**config.mk**
```make
export PLATFORM = sky130hd
export DESIGN_NAME = gpio_lockbank_regs
export DESIGN_NICKNAME = d
export VERILOG_FILES = /design/src/rtl/gpio_lock_pkg.sv /design/src/rtl/gpio_addr_decode.sv /design/src/rtl/gpio_key_lock.sv /design/src/rtl/gpio_pin_bank.sv /design/src/rtl/gpio_lockbank_regs.sv
export SDC_FILE = /design/constraint.sdc
export NUM_CORES = 2
export LEC_CHECK = 0
export BUFFER_PORTS_ARGS = -buffer_cell sky130_fd_sc_hd__clkbuf_2
export CAP_MARGIN = 25
export CORE_AREA = 2 2 359 361
export CTS_CLUSTER_DIAMETER = 100
export CTS_CLUSTER_SIZE = 8
export DETAILED_ROUTE_END_ITERATION = 10
export DIE_AREA = 0 0 361 363
export HOLD_SLACK_MARGIN = 0.12
export SLEW_MARGIN = 20
export SYNTH_ARGS = -nofsm -noshare
export SYNTH_HDL_FRONTEND = slang
export SYNTH_SLANG_ARGS = --single-unit
```
**constraint.sdc**
```tcl
create_clock -name clk -period 2.4 [get_ports clk]
set_clock_uncertainty 0.15 [all_clocks]
set_input_delay 0.12 -clock clk [delete_from_list [all_inputs] [get_ports clk]]
set_output_delay 0.12 -clock clk [all_outputs]
set_load 0.01 [all_outputs]
```
**src/rtl/gpio_lock_pkg.sv**
```systemverilog
package gpio_lock_pkg;
  localparam int unsigned MAX_BANKS  = 8;
  localparam int unsigned BANK_PINS  = 32;
  localparam int unsigned BANK_W     = 3;
  localparam int unsigned BIT_W      = 5;
  localparam int unsigned WORD_W     = 10;
  localparam logic [31:0] KEY_VALUE  = 32'h00A5A501;
  localparam logic [31:0] CODE_LOCK  = 32'hFFFFFFFF;
  localparam logic [31:0] CODE_OPEN  = 32'h00000000;

  // word-address region bases (byte offset / 4)
  localparam logic [WORD_W-1:0] W_OUT  = 10'd0;
  localparam logic [WORD_W-1:0] W_IN   = 10'd8;
  localparam logic [WORD_W-1:0] W_SET  = 10'd16;
  localparam logic [WORD_W-1:0] W_CLR  = 10'd24;
  localparam logic [WORD_W-1:0] W_CTRL = 10'd64;
  localparam logic [WORD_W-1:0] W_LOCK = 10'd320;
  localparam logic [WORD_W-1:0] W_KEY  = 10'd328;

  typedef enum logic [2:0] {
    RK_NONE,
    RK_OUT,
    RK_IN,
    RK_SET,
    RK_CLR,
    RK_CTRL,
    RK_LOCK,
    RK_KEY
  } reg_kind_e;

  typedef struct packed {
    reg_kind_e         kind;
    logic [BANK_W-1:0] bank;
    logic [BIT_W-1:0]  bit_idx;
  } reg_sel_t;
endpackage

```
**src/rtl/gpio_addr_decode.sv**
```systemverilog
module gpio_addr_decode
  import gpio_lock_pkg::*;
#(
  parameter int unsigned NUM_BANKS = 8
) (
  input  logic [11:0] bus_addr,
  output reg_sel_t    sel
);
  localparam int unsigned NUM_PINS = NUM_BANKS * BANK_PINS;

  logic [WORD_W-1:0] waddr;
  logic [WORD_W-1:0] pin_off;
  logic [WORD_W-1:0] bank_off;
  logic              aligned;

  assign waddr   = bus_addr[11:2];
  assign aligned = (bus_addr[1:0] == 2'b00);
  assign pin_off = waddr - W_CTRL;

  always_comb begin
    sel      = '0;
    sel.kind = RK_NONE;
    bank_off = '0;
    if (aligned) begin
      if (waddr < W_CTRL) begin
        bank_off = {7'd0, waddr[2:0]};
        if (32'(bank_off) < NUM_BANKS) begin
          sel.bank = waddr[2:0];
          unique case (waddr[4:3])
            2'd0: sel.kind = RK_OUT;
            2'd1: sel.kind = RK_IN;
            2'd2: sel.kind = RK_SET;
            default: sel.kind = RK_CLR;
          endcase
          if (waddr[WORD_W-1:5] != '0) sel.kind = RK_NONE;
        end
      end else if (waddr < W_LOCK) begin
        if (32'(pin_off) < NUM_PINS) begin
          sel.kind    = RK_CTRL;
          sel.bank    = pin_off[7:5];
          sel.bit_idx = pin_off[4:0];
        end
      end else if (waddr < W_KEY) begin
        bank_off = waddr - W_LOCK;
        if (32'(bank_off) < NUM_BANKS) begin
          sel.kind = RK_LOCK;
          sel.bank = bank_off[BANK_W-1:0];
        end
      end else if (waddr == W_KEY) begin
        sel.kind = RK_KEY;
      end
    end
  end
endmodule

```
**src/rtl/gpio_key_lock.sv**
```systemverilog
module gpio_key_lock
  import gpio_lock_pkg::*;
#(
  parameter int unsigned NUM_BANKS = 8
) (
  input  logic                 clk,
  input  logic                 rst_n,
  input  logic                 bus_we,
  input  logic [31:0]          bus_wdata,
  input  reg_sel_t             sel,
  output logic [NUM_BANKS-1:0] locked
);
  logic                 armed_q, armed_d;
  logic [NUM_BANKS-1:0] lock_q, lock_d;

  // key arms only the single next write
  always_comb begin
    armed_d = armed_q;
    if (bus_we) armed_d = (sel.kind == RK_KEY) && (bus_wdata == KEY_VALUE);
  end

  always_comb begin
    lock_d = lock_q;
    if (bus_we && armed_q && sel.kind == RK_LOCK) begin
      for (int b = 0; b < int'(NUM_BANKS); b++) begin
        if (32'(sel.bank) == b) begin
          if (bus_wdata == CODE_LOCK) lock_d[b] = 1'b1;
          else if (bus_wdata == CODE_OPEN) lock_d[b] = 1'b0;
        end
      end
    end
  end

  always_ff @(posedge clk or negedge rst_n) begin
    if (!rst_n) begin
      armed_q <= 1'b0;
      lock_q  <= '1;
    end else begin
      armed_q <= armed_d;
      lock_q  <= lock_d;
    end
  end

  assign locked = lock_q;

  // a non-key write always leaves the key disarmed
  p_key_one_shot_r3: assert property (@(posedge clk) disable iff (!rst_n)
    (armed_q && bus_we && sel.kind != RK_KEY) |=> !armed_q);

  for (genvar b = 0; b < NUM_BANKS; b++) begin : g_lock_chk
    // a lock bit changes only after an armed cycle
    p_change_needs_key_r3: assert property (@(posedge clk) disable iff (!rst_n)
      (lock_q[b] != $past(lock_q[b])) |-> $past(armed_q));
    // unlocking only by the all-zero code
    p_open_code_r4: assert property (@(posedge clk) disable iff (!rst_n)
      $fell(lock_q[b]) |-> ($past(bus_wdata) == CODE_OPEN));
    // locking only by the all-ones code
    p_lock_code_r4: assert property (@(posedge clk) disable iff (!rst_n)
      $rose(lock_q[b]) |-> ($past(bus_wdata) == CODE_LOCK));
  end
endmodule

```
**src/rtl/gpio_pin_bank.sv**
```systemverilog
module gpio_pin_bank
  import gpio_lock_pkg::*;
#(
  parameter int unsigned SYNC_STAGES = 2
) (
  input  logic                 clk,
  input  logic                 rst_n,
  input  logic                 locked,
  input  logic                 ctrl_we,
  input  logic [BIT_W-1:0]     ctrl_idx,
  input  logic                 ctrl_dir,
  input  logic                 set_we,
  input  logic                 clr_we,
  input  logic [BANK_PINS-1:0] wmask,
  input  logic [BANK_PINS-1:0] pad_in,
  output logic [BANK_PINS-1:0] out_q,
  output logic [BANK_PINS-1:0] dir_q,
  output logic [BANK_PINS-1:0] in_sync,
  output logic [BANK_PINS-1:0] pad_oe
);
  logic [BANK_PINS-1:0] out_d, dir_d;
  logic                 wr_ok;
  logic [BANK_PINS-1:0] sync_q [SYNC_STAGES];

  assign wr_ok = !locked;

  always_comb begin
    out_d = out_q;
    dir_d = dir_q;
    if (wr_ok && set_we) out_d = out_q | wmask;
    if (wr_ok && clr_we) out_d = out_q & ~wmask;
    if (wr_ok && ctrl_we) dir_d[ctrl_idx] = ctrl_dir;
  end

  always_ff @(posedge clk or negedge rst_n) begin
    if (!rst_n) begin
      out_q <= '0;
      dir_q <= '1;
    end else begin
      out_q <= out_d;
      dir_q <= dir_d;
    end
  end

  for (genvar s = 0; s < SYNC_STAGES; s++) begin : g_sync
    always_ff @(posedge clk or negedge rst_n) begin
      if (!rst_n) sync_q[s] <= '0;
      else if (s == 0) sync_q[s] <= pad_in;
      else sync_q[s] <= sync_q[(s == 0) ? 0 : s-1];
    end
  end

  assign in_sync = sync_q[SYNC_STAGES-1];
  assign pad_oe  = ~dir_q;

  // a locked bank keeps its latch and directions
  p_locked_hold_r5: assert property (@(posedge clk) disable iff (!rst_n)
    locked |=> ($stable(out_q) && $stable(dir_q)));
  // set bits are high after an accepted set write
  p_set_bits_r7: assert property (@(posedge clk) disable iff (!rst_n)
    (set_we && !locked) |=> ((out_q & $past(wmask)) == $past(wmask)));
  // clear bits are low after an accepted clear write
  p_clr_bits_r8: assert property (@(posedge clk) disable iff (!rst_n)
    (clr_we && !locked) |=> ((out_q & $past(wmask)) == '0));
endmodule

```
**src/rtl/gpio_lockbank_regs.sv**
```systemverilog
module gpio_lockbank_regs
  import gpio_lock_pkg::*;
#(
  parameter int unsigned NUM_BANKS   = 8,
  parameter int unsigned SYNC_STAGES = 2
) (
  input  logic                           clk,
  input  logic                           rst_n,
  input  logic [11:0]                    bus_addr,
  input  logic [31:0]                    bus_wdata,
  input  logic                           bus_we,
  output logic [31:0]                    bus_rdata,
  input  logic [NUM_BANKS*BANK_PINS-1:0] pad_in,
  output logic [NUM_BANKS*BANK_PINS-1:0] pad_out,
  output logic [NUM_BANKS*BANK_PINS-1:0] pad_oe
);
  reg_sel_t             sel;
  logic [NUM_BANKS-1:0] locked;
  logic [BANK_PINS-1:0] bk_out [NUM_BANKS];
  logic [BANK_PINS-1:0] bk_dir [NUM_BANKS];
  logic [BANK_PINS-1:0] bk_in  [NUM_BANKS];
  logic [31:0]          rd_d, rd_q;

  gpio_addr_decode #(.NUM_BANKS(NUM_BANKS)) u_dec (
    .bus_addr (bus_addr),
    .sel      (sel)
  );

  gpio_key_lock #(.NUM_BANKS(NUM_BANKS)) u_lock (
    .clk       (clk),
    .rst_n     (rst_n),
    .bus_we    (bus_we),
    .bus_wdata (bus_wdata),
    .sel       (sel),
    .locked    (locked)
  );

  for (genvar b = 0; b < NUM_BANKS; b++) begin : g_bank
    logic hit;
    assign hit = (32'(sel.bank) == b);
    gpio_pin_bank #(.SYNC_STAGES(SYNC_STAGES)) u_bank (
      .clk      (clk),
      .rst_n    (rst_n),
      .locked   (locked[b]),
      .ctrl_we  (bus_we && hit && sel.kind == RK_CTRL),
      .ctrl_idx (sel.bit_idx),
      .ctrl_dir (bus_wdata[0]),
      .set_we   (bus_we && hit && sel.kind == RK_SET),
      .clr_we   (bus_we && hit && sel.kind == RK_CLR),
      .wmask    (bus_wdata),
      .pad_in   (pad_in[b*BANK_PINS +: BANK_PINS]),
      .out_q    (bk_out[b]),
      .dir_q    (bk_dir[b]),
      .in_sync  (bk_in[b]),
      .pad_oe   (pad_oe[b*BANK_PINS +: BANK_PINS])
    );
    assign pad_out[b*BANK_PINS +: BANK_PINS] = bk_out[b];
  end

  always_comb begin
    rd_d = '0;
    unique case (sel.kind)
      RK_OUT:  rd_d = bk_out[sel.bank];
      RK_IN:   rd_d = bk_in[sel.bank];
      RK_CTRL: rd_d = {31'd0, bk_dir[sel.bank][sel.bit_idx]};
      RK_LOCK: rd_d = {32{locked[sel.bank]}};
      default: rd_d = '0;
    endcase
  end

  always_ff @(posedge clk or negedge rst_n) begin
    if (!rst_n) rd_q <= '0;
    else        rd_q <= rd_d;
  end

  assign bus_rdata = rd_q;

  // unmapped addresses read back as zero
  p_unmapped_zero_r10: assert property (@(posedge clk) disable iff (!rst_n)
    (sel.kind == RK_NONE) |=> (bus_rdata == '0));
endmodule

```
==> impl_metrics.csv <==
group,metric,value,unit
sta,tightest_slew,0.846,ns
sta,period_minus_slack,2.58,ns
synth,synth.cell_area,44200,um^2
synth,synth_top_cell_by_area,"dfrtp_1",
detailed_routing,vias,45700,
detailed_routing,vias_per_cell,5.69,
sta,min_period_over_period,107,%
detailed_routing,wl_per_cell,28.2,um
synth,synth_top_area_share,45.3,%
sta,rsz0062_at_grt,"yes",
final_layout,layout_common_cells,"nand2_1 (869), clkbuf_2 (840), dfrtp_1 (801), nand3_1 (574), dlygate4sd3_1 (573)",
placement,dpl.hpwl,143000,um
flow_run,cap_viol_max_count,0,
final_layout,multi_input_area,15900,um^2
global_route,antenna_found_initial,11,
detailed_routing,routed_wl,227000,um
final_layout,final_common_cell,"nand2_1",
detailed_routing,drc,0,
synth,synth_seq_cells,1065,
floorplan,die_w,361,um
synth,synth_xor_area_share,0,%
synth,synth-main-ff-cell,"dfrtp_1",
sta,final-setup-viol-count,124,
critical_path,crit_arrival,3.11,ns
global_route,grt.overflow.total,0,
sta,drv_slew,0,
detailed_routing,dr.first_iter.drc_count,5796,
pwr,power.total,43.6,mW
pwr,vdd_drop_max,0.727,mV
synth,syn_inst,4522,
floorplan,die-area,131000,um^2
synth,synth_fa_ha_area_share,0.311,%
critical_path,critPathLaunchType,"primary input",
synth,yosysSeqAreaShare,61.0,%
floorplan,fp.dieH,363,um
final_layout,fillCellCount,10800,
floorplan,placementRows,131,
global_route,grtUsageTotal,32.8,%
clocking,cts_root_buf,"clkbuf_16",
critical_path,r2r-start,"g_bank[6].u_bank.dir_q[25]",
floorplan,core,127000,um^2
clocking,cts.sinks,1065,
detailed_routing,drtAntennaViolNets,0,
synth,synth-simple-area-share,17.0,%
synth,async_flop_share,100,%
critical_path,r2r_cells,9,
synth,synthDistinctLibCells,81,
detailed_routing,drt_first_pass_iters,6,
pwr,p_leak,30.5,nW
placement,place_ws,-1.31,ns
floorplan,start_util,34.8,%
clocking,worstSkewPairLatency,0.82,ns
min_path,min_path_type,"reg -> reg",
sta,max_slew_margin,43.1,%
global_route,grt_pass1_wl,315000,um
synth,muxShareOfSynthArea,2.95,%
final_layout,nets,6662,
synth,synth_edf_count,0,
placement,io_buffers,846,
synth,syn_nets,4836,
sta,whs,0.174,ns
placement,gp_congestion,0.969,
min_path,whs_path_depth,0,
clocking,tritoncts.num_buffers,152,
sta,timing.fmax,0.388,GHz
synth,ys_warn_count,0,
global_route,grt_pass1_vias,45000,
clocking,clockBufferDepth,3,
floorplan,io_pins,847,
global_route,grt_max_degree,112,
critical_path,crit_required,2.93,ns
outcome,status,"complete, but fails checks",
final_layout,drive_above_1_share,33.5,%
clocking,clkTransAtPathRegs,0.06,ns
synth,synth_top_family_by_area,"simple AND/OR/NAND/NOR gates",
clocking,cts_tree,"built",
final_layout,final_util,52.8,%
sta,hold_violations,0,
critical_path,critPathKind,"in -> reg",
final_layout,ff_latch_area,27000,um^2
synth,synth-compound-area-share,13.0,%
final_layout,areaGrowthSynthToFinish,51.6,%
clocking,cts.htree.levels,4,
sta,setup_slack,-0.178,ns
critical_path,cp_max_fo,8,
critical_path,end_kind,"flop",
min_path,hold_start,"g_bank[1].u_bank.sync_q[44]",
synth,avgSynthCellArea,9.78,um^2
pwr,powerDensity,651,nW/um^2
critical_path,startpoint,"bus_addr[9]",
synth,synth_area_leaders,"dfrtp_1 (45%), dfstp_2 (16%), nand2_1 (7.5%)",
outcome,violations,"negative setup slack",
cell type report:
type                    instances  share of cell area, %
diodes                          8                 0.0299
clock buffers                 165                   5.76
clock inverters                17                  0.667
inverters                     267                   1.52
multi-input cells            2838                   23.8
flip-flops and latches       1065                   40.3
well taps                    1662                   3.10
repair buffers               2024                   24.9
cells by family (layout without fill, tap and decap cells):
family,Yosys count,count (layout)
AOI/OAI and AO/OA,1009,1009
adders and majority gates,11,11
buffers and inverters,619,2473
DFF,1065,1065
muxes,120,120
other,0,8
and+or+nand+nor,1698,1698
what timing repair did:
action	4_1_cts	5_1_grt
cloned	9	24
buffers inserted	25	52
endpoints found under the setup margin	500	325
hold buffers	575	0
hold endpoints to repair	1833	0
pin swaps	33	56
resized for setup	138	162
metrics by stage:
step           setup TNS, ns  cell area (um^2)  std cells
3_3_place_gp         -519.18             54100       7178
6_report               -6.03             67000       8046
5_1_grt               -12.37             67000       8042
4_1_cts               -0.175             65300       7966
2_1_floorplan        -112.85             44600       4522
3_5_place_dp         -536.26             54100       7178
worst max-delay path: stages:
cell and delay [ns]:
clkbuf_16 0.12, inv_12 0.04, ha_4 0.18, nor3b_4 0.26, nand3_4 0.14, buf_12 0.18, a211oi_4 0.29, buf_12 0.18
buf_4 0.15, buf_8 0.15, nand2_1 0.06, a32oi_1 0.21, o21ai_1 0.11, nor4_2 0.42, a211oi_2 0.14, o41ai_2 0.33
cells in the mapped netlist, types with 19 or more instances:
master,count
nand3_1,596
o21ai_1,57
o21ai_0,185
a2111oi_0,22
mux2i_1,65
nor4_1,19
mux2_1,24
o31a_1,33
inv_1,267
nand4_1,22
clkbuf_1,200
nand2_1,883
nor2_1,111
a31oi_1,35
dfrtp_1,801
a21oi_1,563
mux2_2,28
o211ai_1,24
buf_2,120
dfstp_2,264
where the power goes:
| group | switching (mW) | leakage (nW) | internal (mW) |
|---|---|---|---|
| Clock | 8.55 | 2.07 | 11.6 |
| Combinational | 2.56 | 15.8 | 1.83 |
| Sequential | 0.442 | 12.7 | 18.7 |
worst paths after layout:
check	to	slack (ns)
setup / recovery	bus_rdata[0]	-0.18
hold / removal	g_bank[1].u_bank.in_sync[12]	0.17
setup reg to reg	bus_rdata[0]	-0.06
hold reg to reg	g_bank[1].u_bank.in_sync[12]	0.17
max in group asynchronous	g_bank[6].u_bank.in_sync[12]	0.70
min in group asynchronous	bus_rdata[14]	0.48
metal layers:
layer / share of wire, % / up-vias / track usage [%]
met1: 36 / 22600 / 39.7
met2: 44 / 3239 / 50.5
met4: 8.9 / 6 / 23.0
met5: 0.018 / - / 0
met3: 11 / 936 / 9.55
li1: - / 19000 / -
No activity file was read; power rests on OpenSTA's default activity.
